[config.mk]
export PLATFORM = sky130hd
export DESIGN_NAME = tile_addr_gen
export DESIGN_NICKNAME = d
export VERILOG_FILES = /design/src/rtl/tile_addr_gen.sv
export SDC_FILE = /design/constraint.sdc
export NUM_CORES = 1
export LEC_CHECK = 0
export ABC_CLOCK_PERIOD_IN_PS = 7200
export BUFFER_PORTS_ARGS = -buffer_cell sky130_fd_sc_hd__buf_4
export CORE_ASPECT_RATIO = 0.9
export CORE_MARGIN = 2
export CORE_UTILIZATION = 33
export CTS_CLUSTER_SIZE = 14
export DETAILED_ROUTE_END_ITERATION = 8
export GPL_ROUTABILITY_DRIVEN = 0
export PLACE_DENSITY = 0.52
export RECOVER_POWER = 50
export SLEW_MARGIN = 20
export SYNTH_ARGS = -nofsm -noshare
export SYNTH_HDL_FRONTEND = slang
export SYNTH_SLANG_ARGS = --single-unit
[constraint.sdc]
create_clock -name clk -period 7.2 [get_ports clk]
set_input_delay 0 -clock clk [delete_from_list [all_inputs] [get_ports clk]]
set_output_delay 0 -clock clk [all_outputs]
set_load 0.05 [all_outputs]
[src/rtl/tile_addr_gen.sv]
module tile_addr_gen #(
  parameter int CW = 16,
  parameter int PW = 20
) (
  input  logic          clk,
  input  logic          rst_n,
  input  logic          in_valid,
  input  logic [1:0]    mode,
  input  logic [CW-1:0] mem_x,
  input  logic [CW-1:0] mem_y,
  input  logic [PW-1:0] pitch,
  input  logic          swz_en,
  output logic          out_valid,
  output logic [31:0]   offset,
  output logic          pitch_err
);
  localparam int OW = 32;

  logic [OW-1:0] lin_off;
  logic [OW-1:0] xt_tile, xt_off, xt_swz;
  logic [OW-1:0] yt_tile, yt_off, yt_swz;
  logic [OW-1:0] wt_tile, wt_off, wt_swz;
  logic [8:0]    yt_unit;
  logic [5:0]    wt_b8;
  logic          bad_pitch;
  logic [OW-1:0] next_off;

  assign lin_off = OW'(mem_y) * OW'(pitch) + OW'(mem_x);

  assign xt_tile = OW'(mem_y >> 3) * OW'(pitch >> 9) + OW'(mem_x >> 9);
  assign xt_off  = {xt_tile[OW-13:0], mem_y[2:0], mem_x[8:0]};
  assign xt_swz  = {xt_off[OW-1:7], xt_off[6] ^ xt_off[9] ^ xt_off[10], xt_off[5:0]};

  assign yt_tile = OW'(mem_y >> 5) * OW'(pitch >> 7) + OW'(mem_x >> 7);
  assign yt_unit = {mem_x[6:4], mem_y[4:0], 1'b0} >> 1;
  assign yt_off  = {yt_tile[OW-13:0], yt_unit[7:0], mem_x[3:0]};
  assign yt_swz  = {yt_off[OW-1:7], yt_off[6] ^ yt_off[9], yt_off[5:0]};

  assign wt_tile = OW'(mem_y >> 6) * OW'(pitch >> 6) + OW'(mem_x >> 6);
  assign wt_b8   = {mem_x[5:3], mem_y[5:3]};
  assign wt_off  = {wt_tile[OW-13:0], wt_b8,
                    mem_y[2], mem_x[2], mem_y[1], mem_x[1], mem_y[0], mem_x[0]};
  assign wt_swz  = {wt_off[OW-1:7], wt_off[6] ^ wt_off[9], wt_off[5:0]};

  always_comb begin
    case (mode)
      2'd1:    bad_pitch = |pitch[8:0];
      2'd2:    bad_pitch = |pitch[6:0];
      2'd3:    bad_pitch = |pitch[5:0];
      default: bad_pitch = 1'b0;
    endcase
  end

  always_comb begin
    case (mode)
      2'd1:    next_off = swz_en ? xt_swz : xt_off;
      2'd2:    next_off = swz_en ? yt_swz : yt_off;
      2'd3:    next_off = swz_en ? wt_swz : wt_off;
      default: next_off = lin_off;
    endcase
    if (bad_pitch) next_off = '0;
  end

  always_ff @(posedge clk) begin
    if (!rst_n) begin
      out_valid <= 1'b0;
      offset    <= '0;
      pitch_err <= 1'b0;
    end else begin
      out_valid <= in_valid;
      if (in_valid) begin
        offset    <= next_off;
        pitch_err <= bad_pitch;
      end
    end
  end
endmodule

==> summary.md <==
| Metric | Value |
|---|---|
| Die Area | `roughly 0.064 mm2` |
| RSZ-0062 raised after global routing | `false` |
| I/O pins | `between 90 and 100` |
| Setup tns final | `0 ns` |
| Clock sink count | `34` |
| Net Count, Synth | `3027` |
| Mapped Cells | `between 2000 and 2500` |
| Global Route met2 Usage | `approximately 34%` |
| Synth Cell Area | `~0.020 mm2` |
| Largest net degree at the start of global routing | `60` |
| Met3 Use GR | `around 2.3%` |
| Die width | `266 um` |
| # setup viols final | `0` |
| First-pass GRT wire length | `96200 um` |
| Worst Path Arrival | `6.19 ns` |
| Avg WL per Cell | `19.0 um` |
| Grt ovf | `0` |
| Area Overhead vs Synth | `6.53%` |
| CTS tree | `built` |
| Clock latency on the worst-skew pair | `roughly 0.28 ns` |
| Area leader, netlist | `fa_1` |
| Antenna violations before repair | `1` |
| Cell chain of the critical path | `buf_4, nand2_1, fa_1, fa_1, fa_1, inv_1, fa_1, fa_1, inv_1, fa_1, inv_1, ha_1, and3_1, o211ai_1, o2111ai_1, nand3_2, a21boi_1, o21a_1, nor2_1, mux4_2, a22o_1` |
| Synth area leaders | `fa_1 (42%), ha_1 (14%), inv_1 (13%), and2_1 (4.5%), nand2_1 (4.2%)` |
| Post-synth top cells | `inv_1 (695), fa_1 (429), nand2_1 (229), ha_1 (222), and2_1 (146)` |
| Slew @ Worst Pin | `about 1.3 ns` |
| Slew HR | `13.7%` |
| CP Launch Type | `input pin` |
| Slowest cell on the critical path | `fa_1` |
| Critical Path Sink Type | `flop` |
| Number of vias per cell | `~4.9` |
| Max-Cap Viols | `0` |
| Crit path required time | `7.37 ns` |
| Max-slew violation count | `0` |
| Core Rows | `86` |
| YS warnings | `0` |
| Syn Area/Cell | `8.79 um2` |
| Worst hold path class | `input pin to flop` |
| PostCTS Resize Cnt | `0` |
| Ys async rst share | `0%` |
| Final wirelength | `59500 um` |
| Root buf cell | `clkbuf_16` |
| Synth cell types | `77` |
| Port bufs | `91` |
| DR vias | `15200` |
| Initial drt markers | `711` |
| Core Footprint | `slightly above 0.06 mm2` |
| Die Ht | `approximately 240 um` |
| Register area share after synthesis | `3.34%` |
| Nets@finish | `~3000` |
| Post-DRT Antenna Nets | `0` |
| Remaining DRCs | `0` |
| Max clock buf depth | `2` |
| Antenna Cells | `0` |
| Final min period | `6.02 ns` |
| Max FO, Critical Path | `24` |
| Ys flop type | `dfxtp_1` |
| Worst-path clk slew | `roughly 0.050 ns` |
| Dpl hpwl | `just over 50000 um` |
| Critical path class | `input pin to flop` |
| H-tree depth | `2` |
| Area share of the largest cell type after synthesis | `roughly 42%` |
| Number of enable flip-flop cells after synthesis | `0` |
| Period utilisation layout | `83.6%` |
| Share of cells above drive strength 1 | `under 10%` |
| Met1 usage | `25.7%` |
| Critical Path Most Common Cell | `fa_1` |
| Drt pass-1 iters | `5` |
| FF+latch count, synth | `34` |
| Fmax | `approximately 170 MHz` |
| Clock Skew | `0 ns` |
| Hold buffer count at CTS | `0` |
| CTS Buf Count | `5` |
| Largest stage delay, worst path | `roughly 0.53 ns` |
| GRT Overall Usage | `around a fifth` |
| Vias in the first global route | `~17000` |
| Most Used Layer, Global Route | `met2` |
| Status | `finished, final reports clean` |
| Final hold viol count | `0` |
| Most common cell in the netlist | `inv_1` |
| Initial Util | `between 30% and 40%` |
| Number of post-CTS setup repair buffers | `0` |
[final cells by class]
class                           count  area [um2]
Timing Repair Buffer               93         571
Sequential cell                    34         681
Inverter                          695        2610
Fill cell                        6435       39400
Tap cell                          792         991
Clock buffer                        7         133
Multi-Input combinational cell   1512       16700
[sequential cells by signal, indices dropped and copies added, names as in the netlist]
signal,count
offset,32
out_valid,1
pitch_err,1
[routing by layer]
metal / share of wire [%] / routed length (um)
met1: 43 / 25700
met4: 3.4 / 2000
met2: 48 / 28800
met5: 0 / 0
met3: 5.1 / 3030
[worst paths after layout]
path | cells past startpoint | slack (ns) | end | start
max | 21 | 1.18 | offset[25] | mem_y[1]
min | 2 | 0.05 | offset[17] | rst_n
max reg2reg | 3 | 6.34 | offset[24] | offset[24]
min reg2reg | 2 | 0.45 | offset[29] | offset[29]
[through the flow]
step	std cells	util, %	hold slack (ns)	instance area, um2	worst slack, ns
final	3133	35.5	0.0505	21700	1.18
after global routing	3133	35.5	0.0835	21700	0.946
after CTS	3133	35.7	0.0438	21800	1.24
after detailed placement	3126	35.5	0.352	21700	0.949
after global placement	3126	35.5	0.352	21700	1.03
after floorplan	2318	-	0.154	20400	1.44
[critical path: cells and delay by family]
kind	cells	cell delay, ns
adder cells (fa/ha/maj)	7	3.45
buffers and inverters	4	0.47
multiplexers	1	0.46
AO/OA/AOI/OAI	5	1.18
AND/OR/NAND/NOR	4	0.60
[cells in the final DEF (no fill, tap or decap), types with 10 or more instances in the layout]
cell type / count
a21boi_0: 16
a21o_1: 25
a21oi_1: 51
and2_1: 146
buf_4: 59
clkbuf_1: 36
dfxtp_1: 34
fa_1: 429
ha_1: 222
inv_1: 695
mux4_2: 13
nand2_1: 229
nand2b_1: 25
nand3_1: 22
nor2_1: 39
nor3_1: 13
o211ai_1: 10
o21a_1: 13
o21ai_0: 39
xnor2_1: 51
xor2_1: 28
[kinds of logic after synthesis]
logic type / share of synthesized area [%]
muxes: 1.83
DFF: 3.34
xor gates and xnor gates: 3.40
AOI/OAI and AO/OA: 8.77
and+or+nand+nor: 12.3
adders and majority gates: 55.8
buffers and inverters: 14.6
Power is not shown: default switching activity piles up to over one toggle a cycle in this logic, so the estimate is an artifact.
